[src/rtl/mcore_pkg.sv]
package mcore_pkg;

  localparam int XLEN   = 32;
  localparam int REG_N  = 32;
  localparam int REG_AW = $clog2(REG_N);
  localparam int IMM_W  = 16;

  localparam logic [5:0] OPC_RTYPE = 6'h00;
  localparam logic [5:0] OPC_BEQ   = 6'h04;
  localparam logic [5:0] OPC_ADDI  = 6'h08;
  localparam logic [5:0] OPC_SLTI  = 6'h0A;
  localparam logic [5:0] OPC_ANDI  = 6'h0C;
  localparam logic [5:0] OPC_ORI   = 6'h0D;
  localparam logic [5:0] OPC_LW    = 6'h23;
  localparam logic [5:0] OPC_SW    = 6'h2B;

  localparam logic [5:0] FN_ADD = 6'h20;
  localparam logic [5:0] FN_SUB = 6'h22;
  localparam logic [5:0] FN_AND = 6'h24;
  localparam logic [5:0] FN_OR  = 6'h25;
  localparam logic [5:0] FN_SLT = 6'h2A;

  typedef enum logic [2:0] {
    ALU_ADD, ALU_SUB, ALU_AND, ALU_OR, ALU_SLT
  } alu_op_e;

  typedef enum logic [2:0] {
    ST_FETCH, ST_DECODE, ST_EXEC, ST_MEMRD, ST_MEMWR, ST_REGWB, ST_LOADWB
  } state_e;

  typedef enum logic [1:0] {
    SRCB_REG, SRCB_FOUR, SRCB_IMM, SRCB_IMMSH
  } srcb_e;

  typedef enum logic [2:0] {
    CLS_NONE, CLS_RTYPE, CLS_IMM, CLS_LOAD, CLS_STORE, CLS_BRANCH
  } cls_e;

  typedef struct packed {
    logic    ir_we;
    logic    pc_we;
    logic    pc_cond;
    logic    pc_from_aluout;
    logic    addr_from_aluout;
    logic    mem_rd;
    logic    mem_wr;
    logic    srca_reg;
    srcb_e   srcb;
    alu_op_e alu_op;
    logic    ab_we;
    logic    aluout_we;
    logic    mdr_we;
    logic    rf_we;
    logic    rf_dst_rd;
    logic    rf_from_mdr;
  } ctrl_t;

endpackage

[src/rtl/mcore_alu.sv]
module mcore_alu
  import mcore_pkg::*;
#(
  parameter int DATA_W = 32
) (
  input  logic [DATA_W-1:0] a,
  input  logic [DATA_W-1:0] b,
  input  alu_op_e           op,
  output logic [DATA_W-1:0] y,
  output logic              zero
);

  logic less;

  always_comb begin
    less = ($signed(a) < $signed(b));
    unique case (op)
      ALU_ADD: y = a + b;
      ALU_SUB: y = a - b;
      ALU_AND: y = a & b;
      ALU_OR:  y = a | b;
      ALU_SLT: y = {{(DATA_W-1){1'b0}}, less};
      default: y = a + b;
    endcase
  end

  assign zero = (y == '0);

endmodule

[src/rtl/mcore_regfile.sv]
module mcore_regfile #(
  parameter int DATA_W = 32,
  parameter int DEPTH  = 32,
  localparam int AW    = $clog2(DEPTH)
) (
  input  logic              clk,
  input  logic              rst_n,
  input  logic [AW-1:0]     ra1,
  input  logic [AW-1:0]     ra2,
  output logic [DATA_W-1:0] rd1,
  output logic [DATA_W-1:0] rd2,
  input  logic              we,
  input  logic [AW-1:0]     wa,
  input  logic [DATA_W-1:0] wd
);

  logic [DEPTH-1:0][DATA_W-1:0] cells;

  for (genvar g = 0; g < DEPTH; g++) begin : g_cell
    if (g == 0) begin : g_zero
      assign cells[g] = '0;
    end else begin : g_store
      logic [DATA_W-1:0] q;
      always_ff @(posedge clk or negedge rst_n) begin
        if (!rst_n) begin
          q <= '0;
        end else if (we && (wa == AW'(g))) begin
          q <= wd;
        end
      end
      assign cells[g] = q;
    end
  end

  assign rd1 = cells[ra1];
  assign rd2 = cells[ra2];

endmodule

[src/rtl/mcore_ctrl.sv]
module mcore_ctrl
  import mcore_pkg::*;
(
  input  logic       clk,
  input  logic       rst_n,
  input  logic [5:0] opcode,
  input  logic [5:0] funct,
  output ctrl_t      ctl,
  output state_e     state
);

  state_e  st_q;
  state_e  st_d;
  cls_e    cls;
  alu_op_e exec_op;

  function automatic cls_e classify(input logic [5:0] opc);
    cls_e c;
    unique case (opc)
      OPC_RTYPE:                           c = CLS_RTYPE;
      OPC_ADDI, OPC_SLTI, OPC_ANDI, OPC_ORI: c = CLS_IMM;
      OPC_LW:                              c = CLS_LOAD;
      OPC_SW:                              c = CLS_STORE;
      OPC_BEQ:                             c = CLS_BRANCH;
      default:                             c = CLS_NONE;
    endcase
    return c;
  endfunction

  always_comb cls = classify(opcode);

  // operation used in the execute cycle
  always_comb begin
    exec_op = ALU_ADD;
    unique case (cls)
      CLS_RTYPE: begin
        unique case (funct)
          FN_SUB:  exec_op = ALU_SUB;
          FN_AND:  exec_op = ALU_AND;
          FN_OR:   exec_op = ALU_OR;
          FN_SLT:  exec_op = ALU_SLT;
          default: exec_op = ALU_ADD;
        endcase
      end
      CLS_IMM: begin
        unique case (opcode)
          OPC_SLTI: exec_op = ALU_SLT;
          OPC_ANDI: exec_op = ALU_AND;
          OPC_ORI:  exec_op = ALU_OR;
          default:  exec_op = ALU_ADD;
        endcase
      end
      CLS_BRANCH: exec_op = ALU_SUB;
      default:    exec_op = ALU_ADD;
    endcase
  end

  always_comb begin
    ctl  = '0;
    st_d = st_q;
    unique case (st_q)
      ST_FETCH: begin
        ctl.mem_rd = 1'b1;
        ctl.ir_we  = 1'b1;
        ctl.srcb   = SRCB_FOUR;
        ctl.alu_op = ALU_ADD;
        ctl.pc_we  = 1'b1;
        st_d       = ST_DECODE;
      end
      ST_DECODE: begin
        ctl.ab_we     = 1'b1;
        ctl.srcb      = SRCB_IMMSH;
        ctl.alu_op    = ALU_ADD;
        ctl.aluout_we = 1'b1;
        st_d          = (cls == CLS_NONE) ? ST_FETCH : ST_EXEC;
      end
      ST_EXEC: begin
        ctl.srca_reg = 1'b1;
        ctl.alu_op   = exec_op;
        ctl.srcb     = ((cls == CLS_RTYPE) || (cls == CLS_BRANCH)) ? SRCB_REG : SRCB_IMM;
        if (cls == CLS_BRANCH) begin
          ctl.pc_cond        = 1'b1;
          ctl.pc_from_aluout = 1'b1;
          st_d               = ST_FETCH;
        end else begin
          ctl.aluout_we = 1'b1;
          unique case (cls)
            CLS_LOAD:  st_d = ST_MEMRD;
            CLS_STORE: st_d = ST_MEMWR;
            default:   st_d = ST_REGWB;
          endcase
        end
      end
      ST_MEMRD: begin
        ctl.addr_from_aluout = 1'b1;
        ctl.mem_rd           = 1'b1;
        ctl.mdr_we           = 1'b1;
        st_d                 = ST_LOADWB;
      end
      ST_MEMWR: begin
        ctl.addr_from_aluout = 1'b1;
        ctl.mem_wr           = 1'b1;
        st_d                 = ST_FETCH;
      end
      ST_REGWB: begin
        ctl.rf_we     = 1'b1;
        ctl.rf_dst_rd = (cls == CLS_RTYPE);
        st_d          = ST_FETCH;
      end
      ST_LOADWB: begin
        ctl.rf_we       = 1'b1;
        ctl.rf_from_mdr = 1'b1;
        st_d            = ST_FETCH;
      end
      default: st_d = ST_FETCH;
    endcase
  end

  always_ff @(posedge clk or negedge rst_n) begin
    if (!rst_n) st_q <= ST_FETCH;
    else        st_q <= st_d;
  end

  assign state = st_q;

endmodule

[src/rtl/mcore_top.sv]
module mcore_top
  import mcore_pkg::*;
#(
  parameter int MEM_AW = 30
) (
  input  logic              clk,
  input  logic              rst_n,
  output logic [MEM_AW-1:0] mem_addr,
  output logic              mem_rd_en,
  output logic              mem_wr_en,
  output logic [XLEN-1:0]   mem_wdata,
  input  logic [XLEN-1:0]   mem_rdata,
  output logic              instr_fetch
);

  localparam int BYTE_SH = 2;
  localparam int EXT_W   = XLEN - IMM_W;

  // holding registers
  logic [XLEN-1:0] pc_q, ir_q, a_q, b_q, aluout_q, mdr_q;

  ctrl_t  ctl;
  state_e state;

  logic [XLEN-1:0]   alu_a, alu_b, alu_y;
  logic              alu_zero;
  logic [XLEN-1:0]   imm_ext, imm_sh;
  logic [XLEN-1:0]   rf_rd1, rf_rd2, rf_wd;
  logic [REG_AW-1:0] rf_wa;
  logic [XLEN-1:0]   byte_addr;
  logic [XLEN-1:0]   pc_d;
  logic              pc_load;

  logic [5:0]        f_opcode, f_funct;
  logic [REG_AW-1:0] f_rs, f_rt, f_rd;

  assign f_opcode = ir_q[31:26];
  assign f_rs     = ir_q[25:21];
  assign f_rt     = ir_q[20:16];
  assign f_rd     = ir_q[15:11];
  assign f_funct  = ir_q[5:0];
  assign imm_ext  = {{EXT_W{ir_q[IMM_W-1]}}, ir_q[IMM_W-1:0]};
  assign imm_sh   = {imm_ext[XLEN-3:0], 2'b00};

  mcore_ctrl ctrl_i (
    .clk    (clk),
    .rst_n  (rst_n),
    .opcode (f_opcode),
    .funct  (f_funct),
    .ctl    (ctl),
    .state  (state)
  );

  mcore_regfile #(.DATA_W(XLEN), .DEPTH(REG_N)) rf_i (
    .clk   (clk),
    .rst_n (rst_n),
    .ra1   (f_rs),
    .ra2   (f_rt),
    .rd1   (rf_rd1),
    .rd2   (rf_rd2),
    .we    (ctl.rf_we),
    .wa    (rf_wa),
    .wd    (rf_wd)
  );

  // ALU source selection
  assign alu_a = ctl.srca_reg ? a_q : pc_q;

  always_comb begin
    unique case (ctl.srcb)
      SRCB_REG:   alu_b = b_q;
      SRCB_FOUR:  alu_b = XLEN'(4);
      SRCB_IMM:   alu_b = imm_ext;
      SRCB_IMMSH: alu_b = imm_sh;
      default:    alu_b = b_q;
    endcase
  end

  mcore_alu #(.DATA_W(XLEN)) alu_i (
    .a    (alu_a),
    .b    (alu_b),
    .op   (ctl.alu_op),
    .y    (alu_y),
    .zero (alu_zero)
  );

  // shared memory port
  assign byte_addr   = ctl.addr_from_aluout ? aluout_q : pc_q;
  assign mem_addr    = byte_addr[MEM_AW+BYTE_SH-1:BYTE_SH];
  assign mem_rd_en   = ctl.mem_rd;
  assign mem_wr_en   = ctl.mem_wr;
  assign mem_wdata   = b_q;
  assign instr_fetch = (state == ST_FETCH);

  // register file write selection
  assign rf_wa = ctl.rf_dst_rd ? f_rd : f_rt;
  assign rf_wd = ctl.rf_from_mdr ? mdr_q : aluout_q;

  // PC update
  assign pc_d    = ctl.pc_from_aluout ? aluout_q : alu_y;
  assign pc_load = ctl.pc_we | (ctl.pc_cond & alu_zero);

  always_ff @(posedge clk or negedge rst_n) begin
    if (!rst_n) begin
      pc_q     <= '0;
      ir_q     <= '0;
      a_q      <= '0;
      b_q      <= '0;
      aluout_q <= '0;
      mdr_q    <= '0;
    end else begin
      if (pc_load)       pc_q     <= pc_d;
      if (ctl.ir_we)     ir_q     <= mem_rdata;
      if (ctl.ab_we)     a_q      <= rf_rd1;
      if (ctl.ab_we)     b_q      <= rf_rd2;
      if (ctl.aluout_we) aluout_q <= alu_y;
      if (ctl.mdr_we)    mdr_q    <= mem_rdata;
    end
  end

endmodule

[config.mk]
export PLATFORM = sky130hd
export DESIGN_NAME = mcore_top
export DESIGN_NICKNAME = d
export VERILOG_FILES = /design/src/rtl/mcore_pkg.sv /design/src/rtl/mcore_alu.sv /design/src/rtl/mcore_regfile.sv /design/src/rtl/mcore_ctrl.sv /design/src/rtl/mcore_top.sv
export SDC_FILE = /design/constraint.sdc
export NUM_CORES = 2
export LEC_CHECK = 0
export ABC_AREA = 1
export BUFFER_PORTS_ARGS = -buffer_cell sky130_fd_sc_hd__buf_4
export CAP_MARGIN = 20
export CORE_ASPECT_RATIO = 1.1
export CORE_MARGIN = 2
export CORE_UTILIZATION = 40
export DETAILED_ROUTE_END_ITERATION = 8
export PLACE_DENSITY = 0.6
export SLEW_MARGIN = 5
export SYNTH_ARGS = -nofsm -noshare
export SYNTH_HDL_FRONTEND = slang
export SYNTH_SLANG_ARGS = --single-unit
[constraint.sdc]
create_clock -name clk -period 7.75 [get_ports clk]
set_input_delay 0.775 -clock clk [delete_from_list [all_inputs] [get_ports clk]]
set_output_delay 0.775 -clock clk [all_outputs]
set_load 0.05 [all_outputs]
## Yosys cells after proc, flatten, opt, wreduce, memory -nomap -nowiden

Cells that the tools add are included.

- Equal/unequal tests: 60
- Bitwise logic cells: 4
- Add/sub/neg operators: 2
- Muxes and demuxes: 35
- Reduce and logical (&&, ||, !) cells: 41
- Order comparisons: 3

Operators with widths:

| kind | number |
|---|---|
| binary-select mux 32 bit (select 5 bit) | 2 |
| one-hot mux 32 bit (4 select lines) | 2 |
| 2-to-1 mux 32 bit | 6 |
| == test 5 bit (second input constant) | 16 |
| == test 5 x 4 -> 1 bit (second input constant) | 8 |
| == test 6 bit (second input constant) | 6 |
| adder 32 bit | 1 |
| bitwise AND 32 bit | 1 |
| logical NOT 32 bit | 1 |
| < comparator 32 bit | 1 |
| bitwise OR 32 bit | 1 |
| subtractor 32 bit | 1 |
| logical AND 1 bit | 31 |
| == test 6 x 4 -> 1 bit (second input constant) | 4 |
| one-hot mux 3 bit (4 select lines) | 2 |
| == test 5 x 3 -> 1 bit (second input constant) | 4 |
| == test 3 x 2 -> 1 bit (second input constant) | 6 |
| == test 3 bit (second input constant) | 6 |
| one-hot mux 3 bit (3 select lines) | 2 |
| one-hot mux 3 bit (5 select lines) | 1 |
| one-hot mux 5 bit (3 select lines) | 1 |
| < comparator 5 x 6 -> 1 bit (second input constant) | 2 |
| == test 5 x 2 -> 1 bit (second input constant) | 2 |
| 2-to-1 mux 1 bit | 10 |
| other kinds (18) | 28 |

- Logic and storage cells: 183
- Output and inout bits: 65
- Input port bits: 34
- Register bits after elaboration: 1,187

## Longest topological paths before layout

- Word-level depth: 14
- Depth in mapped cells: 37
- Mapped depth without buffers: 35

## By module

A second synthesis with hierarchy kept.

- Cells, all modules: 11,019
- Area, all modules: 73,083.8 um2

Modules (own cells, without submodules):

| module | area each (um2) | sequential area each (um2) | cells each | times used |
|---|---|---|---|---|
| mcore_regfile | 56,390.3 | 24,823.8 | 8,314 | 1 |
| mcore_top | 9,467.8 | 4,804.6 | 1,263 | 1 |
| mcore_alu | 6,744.0 | 0.0 | 1,351 | 1 |
| mcore_ctrl | 481.7 | 75.1 | 91 | 1 |

## Worst setup path after synthesis

No wires, ideal clock.

- Path kind: reg2reg
- Start point: register ir_q[28]
- End point: register pc_q[27]
- Data arrival time: 4.389 ns
- Path slack: 3.244 ns
- Cell stages (with the launch flop): 30
- Cells stage by stage: dfrtp_1 > nand2_1 > inv_1 > nand3_1 > inv_1 > a311oi_1 > o21ai_0 > nand2_1 > nand2_1 > nor2_2 > inv_1 > clkbuf_1 > o22ai_1 > ha_1 > inv_1 > fa_1 > o21bai_1 > nand2_1 > nand2_1 > xor2_1 > nor2_1 > nor3_1 > nand2_1 > nor2_1 > nand2_1 > nor2_1 > nand3_2 > buf_2 > nand3_1 > nand2_1

- Longest elaborated chain between the ends: 14
- Elaborated cells between the ends (all ways): 39

Ends and longest elaborated chain:

| item | RTL line | text |
|---|---|---|
| from (decl) | mcore_top.sv:20 | `logic [XLEN-1:0] pc_q, ir_q, a_q, b_q, aluout_q, mdr_q;` |
| from (signal assigned) | mcore_top.sv:113 | `if (ctl.ir_we) ir_q <= mem_rdata;` |
| == test 6 x 4 -> 1 bit, on equally long branches | mcore_ctrl.sv:19, mcore_ctrl.sv:46 |  |
| OR reduction 4 bit | mcore_ctrl.sv:19 | `unique case (opc)` |
| one-hot mux 3 bit (5 select lines) | mcore_ctrl.sv:19 |  |
| == test 3 x 1 -> 1 bit or == test 3 bit (tied branches) | mcore_ctrl.sv:35, mcore_ctrl.sv:80, mcore_ctrl.sv:81 |  |
| logical OR 1 bit | mcore_ctrl.sv:80 | `ctl.srcb = ((cls == CLS_RTYPE) \|\| (cls == CLS_BRANCH)) ? SRCB_REG : SRCB_IMM;` |
| 2-to-1 mux 2 bit | mcore_ctrl.sv:80 |  |
| one-hot mux 5 bit (3 select lines) | mcore_ctrl.sv:61 | `unique case (st_q)` |
| == test 2 bit, or another cell as far along | mcore_top.sv:70 | `unique case (ctl.srcb)` |
| one-hot mux 32 bit (4 select lines) | mcore_top.sv:70 |  |
| adder 32 bit, or another cell as far along | mcore_alu.sv:18, mcore_alu.sv:23 |  |
| one-hot mux 32 bit (4 select lines) | mcore_alu.sv:17 | `unique case (op)` |
| logical NOT 32 bit | mcore_alu.sv:27 | `assign zero = (y == '0);` |
| bitwise AND 1 bit | mcore_top.sv:101 | `assign pc_load = ctl.pc_we \| (ctl.pc_cond & alu_zero);` |
| bitwise OR 1 bit | mcore_top.sv:101 |  |
| to (signal assigned) | mcore_top.sv:112 | `if (pc_load) pc_q <= pc_d;` |
| to (decl) | mcore_top.sv:20 |  |

Parallel ways exist; a longest one is shown, timed or not.
A chain may end at the register's enable or synchronous reset.

## Final worst setup path

- Start point: register ir_q[31]
- End point: register pc_q[22]

Same word-level chain as after synthesis.

==> flow_summary.json <==
{
  "status": "finished, final reports clean",
  "die_h_um": 439,
  "drv_cap": 0,
  "tns_ps": 0,
  "ys_seq_area_frac": 0.433,
  "area_growth_pct": 9.63,
  "worstPathRequired_ps": 8440,
  "slew_headroom": 0.165,
  "yosysTopAreaCellShare": 0.433,
  "wl_per_cell_um": 25.3,
  "yosysMostFrequentCell": "o21ai_0",
  "drive_gt1_frac": 0.0618,
  "io-pin-count": 99,
  "grt_pass1_wl_um": 431000,
  "ctsResizeCount": 0,
  "ant_nets": 0,
  "avgSynthCellArea_um2": 7.10,
  "clk_pin_slew_ps": 70,
  "gp_congestion": 1.02,
  "synth_common_cells": "o21ai_0 (2,173), nand2_1 (1,909), dfrtp_1 (1,187)",
  "crit_path_frequent_cell": "nand2_1",
  "vias": 69149,
  "first_pass_iters": 6,
  "synth.distinct_cells": 44,
  "start_util": 0.402,
  "synth_fp_nets": 9810,
  "p_leak_nw": 33.1,
  "finalMaxSlewViolations": 0,
  "timing_worst_setup_path_type": "flop to flop",
  "hp-class": "input port to flop",
  "final_hold_viol_count": 0,
  "peakVddDrop_mv": 0.342,
  "nNetsFinal": 9370,
  "fin_util": 0.441,
  "synthTopCellsByArea": "dfrtp_1 (43%), o21ai_0 (16%), nand2_1 (10%), nand3_1 (7.6%), a21oi_1 (7.2%)",
  "initialDrtViolationCount": 9798,
  "setup_viol": 0,
  "dp.cells": 11352,
  "grt_pass1_vias": 64477,
  "wl_um": 293000,
  "clockBufferDepth": 3,
  "synth_top_cell_by_area": "dfrtp_1",
  "fmax_mhz": 143,
  "gr-total-overflow": 0,
  "vias_per_cell": 5.96,
  "synth_flop_cell": "dfrtp_1",
  "critPathCaptureType": "flop",
  "synthArstFlopShare": 1.00,
  "synth-seq-cells": 1187,
  "ctsHtreeMaxLevel": 4,
  "grt_start_max_net_pins": 230,
  "min_period_ps": 6980,
  "crit_arrival_ps": 7670,
  "clock_skew_ps": 34.1,
  "drcViolationCount": 0,
  "critical-path-top-delay-family": "simple AND/OR/NAND/NOR gates",
  "start_kind": "flop",
  "power_density_mw_per_mm2": 522,
  "dieArea_mm2": 0.175,
  "ys_warn_count": 0,
  "fillers": 17499,
  "antenna_found_initial": 9,
  "clk_latency_ps": 810,
  "slowest_delay_ps": 520,
  "mappedNetlistArea_mm2": 0.0687,
  "core_area_mm2": 0.171,
  "cts_sinks": 1187,
  "synth_enable_flop_cells": 0,
  "die_w_um": 399,
  "root_buffer": "clkbuf_16",
  "fin_cells": 11599,
  "dp_hpwl_um": 170000,
  "rsz0062_at_grt": "false",
  "crit_fanout": 33,
  "final.period_utilization": 0.901,
  "crit_buf_inv": 8,
  "io_buffers": 98,
  "cpMaxStageDelayCell": "ha_1",
  "syn_inst": 9678,
  "grtUsageTotal": 0.329,
  "worstMarginPinSlew_ps": 1250,
  "fp-row-count": 159,
  "cts_buffers": 133,
  "cts_tree": "built"
}
==> report_power, final <==
group	total [mW]	internal, mW	switching [mW]
clock network	6.60	3.79	2.81
logic	23.1	6.23	16.9
registers	9.60	7.94	1.66
total	39.3	18.0	21.3
==> cells by family (layout without fill, tap and decap cells) <==
group / after synthesis / in the layout / synth area share
DFF: 1187 / 1187 / 0.433
other: 0 / 2 / 0
muxes: 6 / 6 / 0.000911
AOI/OAI and AO/OA: 3319 / 3319 / 0.245
xor gates and xnor gates: 16 / 16 / 0.00204
buffers and inverters: 1693 / 1358 / 0.0940
and+or+nand+nor: 3359 / 3359 / 0.207
adders and majority gates: 98 / 98 / 0.0181
==> per-layer routing <==
metal	wire, µm	share of wire	up-vias	GRT usage
met2	130000	0.44	3946	0.505
met4	15000	0.051	6	0.159
met1	119000	0.41	33071	0.446
met5	39	0.00013	-	0
li1	-	-	31394	-
met3	29400	0.10	732	0.0629
==> path summary, 6_finish.rpt <==
path | start | endpoint | slack (ps) | cells after the start
setup / recovery | ir_q[31] | pc_q[22] | 770 | 34
hold / removal | mem_rdata[13] | mdr_q[13] | 250 | 3
setup reg to reg | ir_q[31] | pc_q[22] | 770 | 34
hold reg to reg | rf_i.g_cell[10].g_store.q[24] | rf_i.g_cell[10].g_store.q[24] | 480 | 2
max in group asynchronous | rst_n | ir_q[12] | 5130 | 4
min in group asynchronous | rst_n | rf_i.g_cell[22].g_store.q[28] | 500 | 2
==> timing repair <==
| item | in CTS | in global routing |
|---|---|---|
| hold buffers | 1 | 0 |
| buffers inserted | 0 | 0 |
| setup endpoints to repair | 0 | 0 |
| hold endpoints to repair | 22 | 0 |
==> registers in the layout, summed over array words and instances, names as in the netlist <==
| signal | flops |
|---|---|
| pc_q | 32 |
| rf_i.g_cell.g_store.q | 992 |
| mem_wdata | 32 |
| ir_q | 32 |
| a_q | 32 |
| ctrl_i.state | 3 |
| aluout_q | 32 |
| mdr_q | 32 |
==> stage by stage <==
| step | power [mW] | instance area, µm² | hold WS (ps) | worst slack, ps |
|---|---|---|---|---|
| floorplan | 23.8 | 68700 | 444 | 3240 |
| global placement | 31.9 | 70700 | 466 | 961 |
| detailed placement | 32.0 | 70700 | 473 | 931 |
| CTS | 38.7 | 75200 | 207 | 897 |
| global route | 41.7 | 75300 | 265 | 275 |
| finish | 39.3 | 75300 | 250 | 767 |
==> placed cells by master (no fill, tap or decap), drive strengths merged, types with 16 or more instances in the layout <==
| cell | Yosys | routed |
|---|---|---|
| ha | 96 | 96 |
| inv | 884 | 891 |
| dfrtp | 1187 | 1187 |
| clkbuf | 697 | 193 |
| clkinv | 0 | 31 |
| nor3 | 18 | 18 |
| xor2 | 16 | 16 |
| o211ai | 64 | 64 |
| nand2 | 1917 | 1917 |
| nand4 | 31 | 31 |
| buf | 112 | 233 |
| nor2 | 321 | 321 |
| o22ai | 17 | 17 |
| o21ai | 2236 | 2236 |
| a21oi | 987 | 987 |
| nand3 | 1052 | 1052 |
==> worst reg2reg max path, delay by kind of cell, from the launching register on <==
family / cells / cell delay [ps]
buffers and inverters: 8 / 1950
DFF: 1 / 420
adders and majority gates: 1 / 520
AOI/OAI and AO/OA: 5 / 1160
and+or+nand+nor: 20 / 2810
==> cell type report <==
cell class / count / area (µm²) / share of cell area
multi-input combinational: 6798 / 32900 / 0.437
sequential: 1187 / 29700 / 0.395
clock buffer: 193 / 3850 / 0.0512
inverter: 884 / 3360 / 0.0447
tap: 2254 / 2820 / 0.0375
timing repair buffer: 234 / 2000 / 0.0266
clock inverter: 47 / 623 / 0.00828
antenna: 2 / 5.00 / 0.0000665
Note: power is estimated with default switching activity, not from simulation.
